`config.mk`:
```
export PLATFORM = sky130hd
export DESIGN_NAME = ptw_top
export DESIGN_NICKNAME = d
export VERILOG_FILES = /design/src/rtl/ptw_pkg.sv /design/src/rtl/ptw_hash.sv /design/src/rtl/ptw_match.sv /design/src/rtl/ptw_ctrl.sv /design/src/rtl/ptw_top.sv
export SDC_FILE = /design/constraint.sdc
export NUM_CORES = 1
export LEC_CHECK = 0
export CORE_AREA = 2 2 138 140
export DETAILED_ROUTE_END_ITERATION = 12
export DIE_AREA = 0 0 140 142
export GPL_TIMING_DRIVEN = 0
export HOLD_SLACK_MARGIN = 0.1
export PLACE_DENSITY = 0.86
export SLEW_MARGIN = 25
export SYNTH_ARGS = -nofsm -noshare
export SYNTH_HDL_FRONTEND = slang
export SYNTH_HIERARCHICAL = 1
export SYNTH_SLANG_ARGS = --single-unit
```
`constraint.sdc`:
```
create_clock -name clk_i -period 3.8 [get_ports clk_i]
set_clock_uncertainty 0.2 [all_clocks]
set_input_delay 0.57 -clock clk_i [delete_from_list [all_inputs] [get_ports clk_i]]
set_output_delay 0.57 -clock clk_i [all_outputs]
set_load 0.02 [all_outputs]
```
`src/rtl/ptw_pkg.sv`:
```
package ptw_pkg;
  localparam int WORD_W   = 32;
  localparam int VSID_W   = 24;
  localparam int API_W    = 6;
  localparam int PIDX_W   = 16;
  localparam int HASH_W   = 19;
  localparam int ORIG_W   = 16;
  localparam int HMASK_W  = 9;
  localparam int ENTRY_B  = 8;
  localparam int REF_POS  = 8;

  typedef struct packed {
    logic              valid;
    logic [VSID_W-1:0] vsid;
    logic              hsel;
    logic [API_W-1:0]  api;
  } pte_hi_t;

  typedef enum logic [1:0] {
    ST_IDLE,
    ST_TAG,
    ST_DATA,
    ST_MARK
  } walk_st_e;
endpackage

```
`src/rtl/ptw_hash.sv`:
```
module ptw_hash
  import ptw_pkg::*;
#(
  parameter int GRP_SHIFT = 6
) (
  input  logic [VSID_W-1:0] vsid_i,
  input  logic [WORD_W-1:0] ea_i,
  input  logic [WORD_W-1:0] sdr_i,
  input  logic              pass_i,
  output logic [WORD_W-1:0] group_base_o
);
  localparam int LOW_HASH = WORD_W - ORIG_W - GRP_SHIFT;
  localparam int PIDX_LSB = WORD_W - 4 - PIDX_W;

  logic [PIDX_W-1:0] pidx;
  logic [HASH_W-1:0] hash_p, hash, hmask;
  logic [WORD_W-1:0] hashed;

  assign pidx   = ea_i[PIDX_LSB +: PIDX_W];
  assign hash_p = vsid_i[HASH_W-1:0] ^ {{(HASH_W-PIDX_W){1'b0}}, pidx};
  assign hash   = pass_i ? ~hash_p : hash_p;
  assign hmask  = {sdr_i[HMASK_W-1:0], {LOW_HASH{1'b1}}};
  assign hashed = {{(WORD_W-HASH_W){1'b0}}, hash & hmask} << GRP_SHIFT;

  assign group_base_o = {sdr_i[WORD_W-1 -: ORIG_W], {(WORD_W-ORIG_W){1'b0}}} | hashed;
endmodule

```
`src/rtl/ptw_match.sv`:
```
module ptw_match
  import ptw_pkg::*;
(
  input  logic [WORD_W-1:0] word0_i,
  input  logic [VSID_W-1:0] vsid_i,
  input  logic [API_W-1:0]  api_i,
  input  logic              pass_i,
  output logic              hit_o
);
  pte_hi_t e;
  assign e     = pte_hi_t'(word0_i);
  assign hit_o = e.valid && (e.hsel == pass_i) && (e.vsid == vsid_i) && (e.api == api_i);
endmodule

```
`src/rtl/ptw_ctrl.sv`:
```
module ptw_ctrl
  import ptw_pkg::*;
#(
  parameter int GRP_ENTRIES = 8
) (
  input  logic              clk_i,
  input  logic              rst_ni,
  input  logic              start_i,
  input  logic [VSID_W-1:0] vsid_i,
  input  logic [WORD_W-1:0] ea_i,
  input  logic [WORD_W-1:0] sdr_i,
  input  logic [WORD_W-1:0] group_base_i,
  input  logic              tag_hit_i,
  output logic [VSID_W-1:0] vsid_q_o,
  output logic [WORD_W-1:0] ea_q_o,
  output logic [WORD_W-1:0] sdr_q_o,
  output logic              pass_o,
  output logic              busy_o,
  output logic              done_o,
  output logic              hit_o,
  output logic              miss_o,
  output logic [WORD_W-1:0] pte1_o,
  output logic [WORD_W-1:0] pte1_addr_o,
  output logic              mem_req_o,
  output logic              mem_we_o,
  output logic [WORD_W-1:0] mem_addr_o,
  output logic [WORD_W-1:0] mem_wdata_o,
  input  logic              mem_ack_i,
  input  logic [WORD_W-1:0] mem_rdata_i
);
  localparam int SLOT_W      = $clog2(GRP_ENTRIES);
  localparam int ENTRY_SHIFT = $clog2(ENTRY_B);
  localparam logic [SLOT_W-1:0] LAST_SLOT = SLOT_W'(GRP_ENTRIES - 1);
  localparam logic [WORD_W-1:0] W1_OFS    = WORD_W'(ENTRY_B / 2);
  localparam logic [WORD_W-1:0] REF_MASK  = WORD_W'(1) << REF_POS;

  walk_st_e          state_q;
  logic              pass_q;
  logic [SLOT_W-1:0] slot_q;
  logic [VSID_W-1:0] vsid_q;
  logic [WORD_W-1:0] ea_q, sdr_q, mark_q;
  logic              done_q, hit_q, miss_q;
  logic [WORD_W-1:0] pte1_q, pte1_addr_q;
  logic [WORD_W-1:0] entry_addr, data_set;

  assign entry_addr = group_base_i | (WORD_W'(slot_q) << ENTRY_SHIFT);
  assign data_set   = mem_rdata_i | REF_MASK;

  always_comb begin
    mem_req_o   = (state_q != ST_IDLE);
    mem_we_o    = (state_q == ST_MARK);
    mem_wdata_o = mark_q;
    mem_addr_o  = (state_q == ST_TAG) ? entry_addr : (entry_addr | W1_OFS);
  end

  always_ff @(posedge clk_i or negedge rst_ni) begin
    if (!rst_ni) begin
      state_q     <= ST_IDLE;
      pass_q      <= 1'b0;
      slot_q      <= '0;
      vsid_q      <= '0;
      ea_q        <= '0;
      sdr_q       <= '0;
      mark_q      <= '0;
      done_q      <= 1'b0;
      hit_q       <= 1'b0;
      miss_q      <= 1'b0;
      pte1_q      <= '0;
      pte1_addr_q <= '0;
    end else begin
      done_q <= 1'b0;
      hit_q  <= 1'b0;
      miss_q <= 1'b0;
      unique case (state_q)
        ST_IDLE: if (start_i) begin
          vsid_q  <= vsid_i;
          ea_q    <= ea_i;
          sdr_q   <= sdr_i;
          pass_q  <= 1'b0;
          slot_q  <= '0;
          state_q <= ST_TAG;
        end
        ST_TAG: if (mem_ack_i) begin
          if (tag_hit_i) begin
            state_q <= ST_DATA;
          end else if (slot_q == LAST_SLOT) begin
            slot_q <= '0;
            if (!pass_q) begin
              pass_q <= 1'b1;
            end else begin
              state_q <= ST_IDLE;
              done_q  <= 1'b1;
              miss_q  <= 1'b1;
            end
          end else begin
            slot_q <= slot_q + 1'b1;
          end
        end
        ST_DATA: if (mem_ack_i) begin
          pte1_q      <= data_set;
          pte1_addr_q <= mem_addr_o;
          if (mem_rdata_i[REF_POS]) begin
            state_q <= ST_IDLE;
            done_q  <= 1'b1;
            hit_q   <= 1'b1;
          end else begin
            mark_q  <= data_set;
            state_q <= ST_MARK;
          end
        end
        ST_MARK: if (mem_ack_i) begin
          state_q <= ST_IDLE;
          done_q  <= 1'b1;
          hit_q   <= 1'b1;
        end
        default: state_q <= ST_IDLE;
      endcase
    end
  end

  assign vsid_q_o    = vsid_q;
  assign ea_q_o      = ea_q;
  assign sdr_q_o     = sdr_q;
  assign pass_o      = pass_q;
  assign busy_o      = (state_q != ST_IDLE);
  assign done_o      = done_q;
  assign hit_o       = hit_q;
  assign miss_o      = miss_q;
  assign pte1_o      = pte1_q;
  assign pte1_addr_o = pte1_addr_q;

  a_r10_req_hold: assert property (@(posedge clk_i) disable iff (!rst_ni)
    mem_req_o && !mem_ack_i |=> mem_req_o && $stable(mem_addr_o) && $stable(mem_we_o) && $stable(mem_wdata_o));
  a_r8_one_kind: assert property (@(posedge clk_i) disable iff (!rst_ni)
    done_o |-> (hit_o ^ miss_o));
  a_r8_kind_needs_done: assert property (@(posedge clk_i) disable iff (!rst_ni)
    (hit_o || miss_o) |-> done_o);
  a_r8_done_pulse: assert property (@(posedge clk_i) disable iff (!rst_ni)
    done_o |=> !done_o);
  a_r6_mark_word: assert property (@(posedge clk_i) disable iff (!rst_ni)
    mem_we_o |-> mem_wdata_o[REF_POS] && mem_addr_o[ENTRY_SHIFT-1]);
  a_r2_pass_after_full: assert property (@(posedge clk_i) disable iff (!rst_ni)
    $rose(pass_q) |-> $past(slot_q) == LAST_SLOT);
  a_r9_busy_from_start: assert property (@(posedge clk_i) disable iff (!rst_ni)
    $rose(busy_o) |-> $past(start_i));
  a_r7_miss_no_write: assert property (@(posedge clk_i) disable iff (!rst_ni)
    miss_o |-> !$past(mem_we_o));
endmodule

```
`src/rtl/ptw_top.sv`:
```
module ptw_top
  import ptw_pkg::*;
#(
  parameter int GRP_ENTRIES = 8
) (
  input  logic              clk_i,
  input  logic              rst_ni,
  input  logic              start_i,
  input  logic [23:0]       vsid_i,
  input  logic [31:0]       ea_i,
  input  logic [31:0]       sdr_i,
  output logic              busy_o,
  output logic              done_o,
  output logic              hit_o,
  output logic              miss_o,
  output logic [31:0]       pte1_o,
  output logic [31:0]       pte1_addr_o,
  output logic              mem_req_o,
  output logic              mem_we_o,
  output logic [31:0]       mem_addr_o,
  output logic [31:0]       mem_wdata_o,
  input  logic              mem_ack_i,
  input  logic [31:0]       mem_rdata_i
);
  localparam int GRP_SHIFT = $clog2(GRP_ENTRIES * ENTRY_B);
  localparam int API_LSB   = WORD_W - 4 - API_W;

  logic [VSID_W-1:0] vsid_q;
  logic [WORD_W-1:0] ea_q, sdr_q, group_base;
  logic              pass, tag_hit;

  ptw_hash #(.GRP_SHIFT(GRP_SHIFT)) i_hash (
    .vsid_i       (vsid_q),
    .ea_i         (ea_q),
    .sdr_i        (sdr_q),
    .pass_i       (pass),
    .group_base_o (group_base)
  );

  ptw_match i_match (
    .word0_i (mem_rdata_i),
    .vsid_i  (vsid_q),
    .api_i   (ea_q[API_LSB +: API_W]),
    .pass_i  (pass),
    .hit_o   (tag_hit)
  );

  ptw_ctrl #(.GRP_ENTRIES(GRP_ENTRIES)) i_ctrl (
    .clk_i        (clk_i),
    .rst_ni       (rst_ni),
    .start_i      (start_i),
    .vsid_i       (vsid_i),
    .ea_i         (ea_i),
    .sdr_i        (sdr_i),
    .group_base_i (group_base),
    .tag_hit_i    (tag_hit),
    .vsid_q_o     (vsid_q),
    .ea_q_o       (ea_q),
    .sdr_q_o      (sdr_q),
    .pass_o       (pass),
    .busy_o       (busy_o),
    .done_o       (done_o),
    .hit_o        (hit_o),
    .miss_o       (miss_o),
    .pte1_o       (pte1_o),
    .pte1_addr_o  (pte1_addr_o),
    .mem_req_o    (mem_req_o),
    .mem_we_o     (mem_we_o),
    .mem_addr_o   (mem_addr_o),
    .mem_wdata_o  (mem_wdata_o),
    .mem_ack_i    (mem_ack_i),
    .mem_rdata_i  (mem_rdata_i)
  );

  a_r3_low_addr: assert property (@(posedge clk_i) disable iff (!rst_ni)
    mem_req_o |-> mem_addr_o[1:0] == 2'b00);
endmodule

```
# Word level (Yosys, flattened, before mapping)
# Index checks and enable logic that the tools add are counted.
# word_totals
ff_bits	189
inputBits	124
# op_classes
addsub	1
n_eq_ne	15
muxes	31
bitwise_logic	6
reduce_logical	12
# op_table
op	n
32-bit by 25-bit bitwise OR with 32-bit output	1
32-bit by 6-bit bitwise OR with 32-bit output	1
24-bit == test	1
19-bit bitwise AND	1
19-bit 2-to-1 mux	1
19-bit inverter	1
19-bit by 16-bit bitwise XOR with 19-bit output	1
2-bit 2-to-1 mux	8
3-bit 2-to-1 mux	5
1-bit 2-to-1 mux	12
2-bit inequality test, second input constant	5
2-bit case mux with 4 select lines	1
6-bit == test	1
3-bit case mux with 2 select lines	1
6-bit AND reduction	1
5-bit AND reduction	1
2-bit == test, second input constant	2
1-bit case mux with 2 select lines	2
2-bit AND reduction	2
4-bit AND reduction	1
2-bit nonzero test	2
3-bit by 1-bit adder with 3-bit output, second input constant	1
3-bit == test, second input constant	1
1-bit logical AND	3
9 further kinds	9

# Longest topological paths before layout
# Gate-level depths: netlist of the first run.
# logic_depth
depth_word	7
depth_mapped	7
mapped_depth_nobuf	7

# Modules after synthesis
# The synthesis of the first run kept the hierarchy.
# modules_own_cells
mod	n_inst	cells_per_inst	area_each_um2	seq_area_each_um2
ptw_ctrl	1	474	7786.2	4829.6
ptw_hash	1	54	531.8	0.0
ptw_match	1	42	356.6	0.0

# Worst setup path before layout of the first run
# No wires, ideal clock.
# synth_path
kind	input-to-reg
startpoint	in mem_rdata_i[30]
endpoint	reg i_ctrl.slot_q[2]
setup_ps	129
arrival_ps	2042
required_ps	3471
path_slack_ps	1429
path_stages	7
path_cell_list	xor2_1 nor4_2 nand2_1 nor4_2 mux2_2 o311ai_0 nand2_1
# synth_via
elab_chain_len	5
# synth_lines
element	line	rtl
from (decl)	ptw_top.sv:23	input logic [31:0] mem_rdata_i
24-bit == test	ptw_match.sv:12	assign hit_o = e.valid && (e.hsel == pass_i) && (e.vsid == vsid_i) && (e.api == api_i);
1-bit logical AND (2 in a row)	ptw_match.sv:12	
named net tag_hit	ptw_top.sv:30	logic pass, tag_hit;
2-bit inequality test (no source line)	-	
4-bit AND reduction (no source line)	-	
to (signal assigned)	ptw_ctrl.sv:96	slot_q <= slot_q + 1'b1;
to (decl)	ptw_ctrl.sv:39	logic [SLOT_W-1:0] slot_q;
# The timed path passes the listed nets, and every way through them passes these cells.
# A chain may end at the register's enable or synchronous reset.

# Worst setup path after layout of the first run
# layout_path
startpoint	reg i_ctrl.pass_q (netlist: i_ctrl/pass_o)
endpoint	out mem_addr_o[17]
# layout_via
elab_chain_len	4
# layout_lines
element	line	rtl
from (decl)	ptw_ctrl.sv:38	logic pass_q;
from (signal assigned)	ptw_ctrl.sv:59	pass_q <= 1'b0;
from (signal assigned)	ptw_ctrl.sv:79	pass_q <= 1'b0;
from (signal assigned)	ptw_ctrl.sv:89	pass_q <= 1'b1;
19-bit 2-to-1 mux	ptw_hash.sv:21	assign hash = pass_i ? ~hash_p : hash_p;
19-bit bitwise AND	ptw_hash.sv:23	assign hashed = {{(WORD_W-HASH_W){1'b0}}, hash & hmask} << GRP_SHIFT;
32-bit by 25-bit bitwise OR with 32-bit output	ptw_hash.sv:25	assign group_base_o = {sdr_i[WORD_W-1 -: ORIG_W], {(WORD_W-ORIG_W){1'b0}}} | hashed;
named net group_base[17]	ptw_top.sv:29	logic [WORD_W-1:0] ea_q, sdr_q, group_base;
32-bit by 6-bit bitwise OR with 32-bit output	ptw_ctrl.sv:46	assign entry_addr = group_base_i | (WORD_W'(slot_q) << ENTRY_SHIFT);
to (decl)	ptw_top.sv:20	output logic [31:0] mem_addr_o,
# The timed path passes the listed nets, and every way through them passes these cells.

==> results of run 1 <==
placed cells by master (no fill, tap or decap), types with 3 or more instances in the layout:
cell type	n
conb_1	6
nor4_1	4
nor4_2	3
buf_2	13
nor3b_1	3
nand3b_1	3
nand4_1	3
clkinv_2	5
clkbuf_16	17
nand2_1	5
clkbuf_8	4
xor2_1	27
xor3_1	6
clkbuf_1	3
clkdlybuf4s50_1	230
or2_2	5
xnor2_1	27
a21o_1	9
nand2b_1	5
mux2_4	58
mux2_2	102
buf_4	44
dfrtp_1	170
buf_6	8
nor2_1	4
power groups by stage:
stage	combinational (mW)	sequential (mW)	clock, mW
floorplan	1.87	2.42	0
global placement	2.74	2.51	0
detailed placement	2.80	2.53	0
global route	2.96	2.54	1.76
finish	2.78	2.49	1.64
CTS	2.82	2.50	1.69
area by class of cell:
cell class / instances / area (µm²)
clock inverters: 8 / 70.1
plain buffers: 67 / 493
inverters: 1 / 3.75
flip-flops and latches: 170 / 4250
fillers: 1456 / 7390
multi-input cells: 291 / 3110
well taps: 234 / 293
repair buffers: 233 / 2350
clock buffers: 22 / 484
timing repair:
| item | CTS | global route |
|---|---|---|
| hold endpoints to repair | 89 | 0 |
| resized for setup | 0 | 0 |
| hold buffers | 1 | 0 |
layer usage:
| metal | share of wire | GRT usage |
|---|---|---|
| met5 | 0 | 0 |
| met4 | 0.011 | 0.0521 |
| met3 | 0.063 | 0.0565 |
| met2 | 0.50 | 0.352 |
| met1 | 0.42 | 0.254 |
state kept, by name, summed over array words and instances, names as in the netlist:
| register | cells |
|---|---|
| i_ctrl/slot_q | 3 |
| i_ctrl/vsid_q_o | 24 |
| i_ctrl/pte1_addr_o | 32 |
| i_ctrl/mem_wdata_o | 32 |
| i_ctrl/miss_o | 1 |
| i_ctrl/state_q | 2 |
| i_ctrl/pass_o | 1 |
| i_ctrl/ea_q_o | 16 |
| i_ctrl/pte1_o | 32 |
| i_ctrl/hit_o | 1 |
| i_ctrl/done_o | 1 |
| i_ctrl/sdr_q_o | 25 |
how the worst max path moves through the flow:
| stage | to | slack, ns |
|---|---|---|
| 6_report | mem_addr_o[17] | 0.61 |
| 5_1_grt | mem_addr_o[17] | 0.52 |
| 4_1_cts | mem_addr_o[17] | 0.57 |
| 3_5_place_dp | i_ctrl/slot_q[2] | 0.56 |
| 3_3_place_gp | i_ctrl/sdr_q_o[6] | -5.10 |
| 2_1_floorplan | i_ctrl/slot_q[2] | 1.43 |
through the flow:
step / TNS [ns] / cells / worst slack (ns) / cell area [µm²]
4_1_cts: 0 / 1026 / 0.565 / 11100
5_1_grt: 0 / 1026 / 0.524 / 11100
3_3_place_gp: -863.59 / 994 / -5.10 / 10500
6_report: 0 / 1026 / 0.613 / 11100
2_1_floorplan: 0 / 529 / 1.43 / 7860
3_5_place_dp: 0 / 995 / 0.555 / 10500
==> results.cfg, run 1 <==
[critical_path]
critPathMaxFanout = 10
path_depth = 5
slowest_delay_ns = 0.53
critPathKind = reg -> out
path_cells = buf_6 -> xor3_1 -> a21o_1 -> buf_4 -> clkdlybuf4s50_1
slowest_stage = clkdlybuf4s50_1
cp_num_buf_inv = 3
cp-startpoint = i_ctrl/pass_o
crit_arrival_ns = 2.42
r2r_setup_slack_ns = 1.18
r2r_cells = 7
cp_top_family = buffers and inverters
endpoint_kind = output port
crit_path_start_kind = register
required_ns = 3.03
worstReg2RegEnd = i_ctrl/slot_q[2]
r2r-start = i_ctrl/ea_q_o[24]

[detailed_routing]
drc = 14
num_vias = 4936
drt_first_pass_iters = 9
vias_per_cell = 4.81
drt_first_iter_violations = 200
ant_nets = 0
wl_per_cell_um = 19.5
wl_mm = 20.0

[global_route]
grt-ovfl-total = 0
antenna_found_initial = 0
grt_use_total = 0.204
grt_max_degree = 91
grt_pass1_vias = 5274
grt_pass1_wl_mm = 30.5

[power_and_ir_drop]
p_sw_frac = 0.307
p_total_mw = 6.90
combPwrFrac = 0.402
ir_drop_mv = 0.488
powerDensity_nw_per_um2 = 624
sequentialPowerShare = 0.361
p_clk_frac = 0.237
p_sw_mw = 2.12
power.internal_mw = 4.79
leakagePower_nw = 5.26

[timing]
timing.final.crit_period_ns = 3.19
setup_viol = 0
finalHoldViolCount = 0
fmax_mhz = 314
finalCritPeriodShare = 0.839
drv_slew = 0
rsz0062_at_grt = false
whs_ns = 0.219
worst_slew_pin_slew_ns = 0.679
max_slew_margin = 0.547

[clock_network]
post_cts_buffers = 0
cts_root_buf = clkbuf_16
cts.sinks = 170
cts_buffers = 17
cts_max_level = 4
clk_latency_ns = 0.41
clkTransAtPathRegs_ns = 0.06
cts_tree = done
cts_max_path_buffers = 2

[final_layout]
antenna_cells = 0
fin_nets = 907
post-route-util = 0.599
area_growth_pct = 41.1
layout-drive-gt1-share = 0.336

[floorplan]
fp.dieW_um = 140
design.portCount = 258
initial_core_util = 0.425
rows = 50
core_um2 = 18500
dieArea_um2 = 19900
die_h_um = 142

[yosys]
synth_area_per_cell_um2 = 15.0
syn_inst = 524
synthesis.area_um2 = 7840
synth.yosys.warnings = 6

[min_path]
hold_path_end = i_ctrl/state_q[0]
hp-start = mem_ack_i
hp-class = in -> reg
min_path_cells = 2

[status]
status = finished with violations
violations = design-rule violations

[placement]
port_buffers = 231
place_congestion = 0.813
dp_hpwl_mm = 15.0

[job]
drv_cap = 0
Power figures use the tool's default switching activity.
==> run 2: changes to the inputs <==
--- a/config.mk
+++ b/config.mk
@@ -5,12 +5,12 @@
 export SDC_FILE = /design/constraint.sdc
 export NUM_CORES = 1
 export LEC_CHECK = 0
-export CORE_AREA = 2 2 138 140
+export CORE_AREA = 2 2 146 148
 export DETAILED_ROUTE_END_ITERATION = 12
-export DIE_AREA = 0 0 140 142
+export DIE_AREA = 0 0 148 150
 export GPL_TIMING_DRIVEN = 0
 export HOLD_SLACK_MARGIN = 0.1
-export PLACE_DENSITY = 0.86
+export PLACE_DENSITY = 0.82
 export SLEW_MARGIN = 25
 export SYNTH_ARGS = -nofsm -noshare
 export SYNTH_HDL_FRONTEND = slang
==> constraint.sdc (replaced) <==
create_clock -name clk_i -period 2.8 [get_ports clk_i]
set_clock_uncertainty 0.2 [all_clocks]
set_input_delay 0.42 -clock clk_i [delete_from_list [all_inputs] [get_ports clk_i]]
set_output_delay 0.42 -clock clk_i [all_outputs]
set_load 0.02 [all_outputs]
==> run 2 against run 1 <==
Net effect:
- the flow now finishes without violations
- sequential power grew 35%
- flip-flop and latch count stayed put
- critical path depth stayed put
- critical path type unchanged
- critical endpoint unchanged
==> results.cfg, run 2 (synthesis results as in run 1) <==
[status]
status = finished, final reports clean

[placement]
dp_hpwl_mm = 15.2
placed_area_um2 = 10500
place_congestion = 0.787
port_buffers = 231

[global_route]
grt-ovfl-total = 0
antenna_found_initial = 1
grt_use_total = 0.186
grt_max_degree = 89
grt_pass1_wl_mm = 31.0
grt_pass1_vias = 5341

[critical_path]
r2r_cells = 7
critPathKind = reg -> out
crit_path_start_kind = register
critPathMaxFanout = 10
required_ns = 2.18
endpoint_kind = output port
crit_arrival_ns = 2.12

[detailed_routing]
wl_per_cell_um = 19.0
ant_nets = 0
drt_first_pass_iters = 5
drc = 0
drt_first_iter_violations = 148
vias_per_cell = 4.66
num_vias = 4991
wl_mm = 20.3

[timing]
timing.final.crit_period_ns = 2.74
finalHoldViolCount = 0
whs_ns = 0.281
fmax_mhz = 365
setup_viol = 0
worst_slew_pin_slew_ns = 0.652
max_slew_margin = 0.565
rsz0062_at_grt = true
finalCritPeriodShare = 0.978
drv_slew = 0

[power_and_ir_drop]
p_sw_frac = 0.317
powerDensity_nw_per_um2 = 851
leakagePower_nw = 5.35
p_clk_frac = 0.260
p_sw_mw = 3.02
p_total_mw = 9.54
ir_drop_mv = 0.597
power.internal_mw = 6.52
sequentialPowerShare = 0.353
combPwrFrac = 0.387

[floorplan]
initial_core_util = 0.379
core_um2 = 20700
rows = 53
fp.dieW_um = 148
design.portCount = 258
die_h_um = 150
dieArea_um2 = 22200

[final_layout]
layout_commonest_cell = clkdlybuf4s50_1
mostFrequentLayoutCells = clkdlybuf4s50_1, dfrtp_1, mux2_2
layout-drive-gt1-share = 0.343
final_area_um2 = 11200
fin_nets = 909
area_growth_pct = 43.0
antenna_cells = 0

[min_path]
min_path_cells = 1
hp-class = reg -> reg

[clock_network]
cts_buffers = 17
cts_tree = done
clk_latency_ns = 0.42
cts_max_path_buffers = 2
cts.sinks = 170
clkTransAtPathRegs_ns = 0.06
cts_root_buf = clkbuf_16
cts_max_level = 4

[job]
drv_cap = 0
[run 2: cell types whose count changed in the layout (fill, tap and decap cells not counted), moves of 2 or more]
cell	before	now
clkdlybuf4s50_1	230	212
dlymetal6s2s_1	0	2
clkinv_2	5	2
clkinv_4	0	3
bufinv_16	1	3
dlygate4sd2_1	0	16
xnor2_1	27	25
xnor2_2	0	2
[run 2: layout make-up]
cell class / instances / area, µm²
plain buffers: 67 / 498
clock buffers: 22 / 474
clock inverters: 10 / 141
fillers: 1738 / 9480
inverters: 1 / 3.75
multi-input cells: 291 / 3130
flip-flops and latches: 170 / 4260
well taps: 275 / 344
repair buffers: 235 / 2360
[run 2: power groups by stage]
| stage | clock (mW) | combinational, mW | sequential (mW) |
|---|---|---|---|
| detailed placement | 0 | 3.86 | 3.43 |
| floorplan | 0 | 2.54 | 3.29 |
| CTS | 2.53 | 3.74 | 3.38 |
| global route | 2.64 | 3.97 | 3.44 |
| finish | 2.48 | 3.69 | 3.37 |
| global placement | 0 | 3.78 | 3.40 |
[run 2: worst paths after layout]
path | from | to | slack (ns)
worst max register to register | i_ctrl/ea_q_o[24] | i_ctrl/slot_q[2] | 0.31
worst min register to register | i_ctrl/pte1_addr_o[2] | i_ctrl/pte1_addr_o[2] | 0.28
max in group asynchronous | rst_ni | i_ctrl/vsid_q_o[21] | 1.16
min in group asynchronous | rst_ni | i_ctrl/pte1_addr_o[10] | 0.37
worst max-delay path | i_ctrl/pass_o | mem_addr_o[17] | 0.06
worst min-delay path | i_ctrl/pte1_addr_o[2] | i_ctrl/pte1_addr_o[2] | 0.28
[run 2: repair_timing]
action | in CTS | in global routing
pin swaps | 0 | 1
endpoints found under the hold margin | 84 | 0
hold buffers | 2 | 0
cloned | 0 | 0
buffers inserted | 1 | 0
resized for setup | 20 | 6
setup endpoints to repair | 17 | 7
[run 2: stage by stage]
step | cells | TNS [ns] | setup slack [ns] | utilization
after floorplan | 529 | 0 | 0.579 | -
after global placement | 1035 | -1030.96 | -6.07 | 0.508
after detailed placement | 1036 | -1.65 | -0.364 | 0.510
after CTS | 1071 | 0 | 0.00295 | 0.541
after global routing | 1071 | -0.00301 | -0.00186 | 0.542
final | 1071 | 0 | 0.0602 | 0.542
[run 2: metal layers]
layer	vias to the layer above	global-route usage	wire length, µm
met5	-	0	0
met4	0	0.0419	208
met3	15	0.0652	1700
met2	178	0.306	9820
met1	2525	0.237	8600
li1	2273	-	-
[run 2: worst max-delay path, stage by stage, from the launching register on]
cell	delay [ns]
dfrtp_2	0.39
buf_8	0.16
xor3_1	0.46
a21o_1	0.24
buf_4	0.14
dlygate4sd2_1	0.31
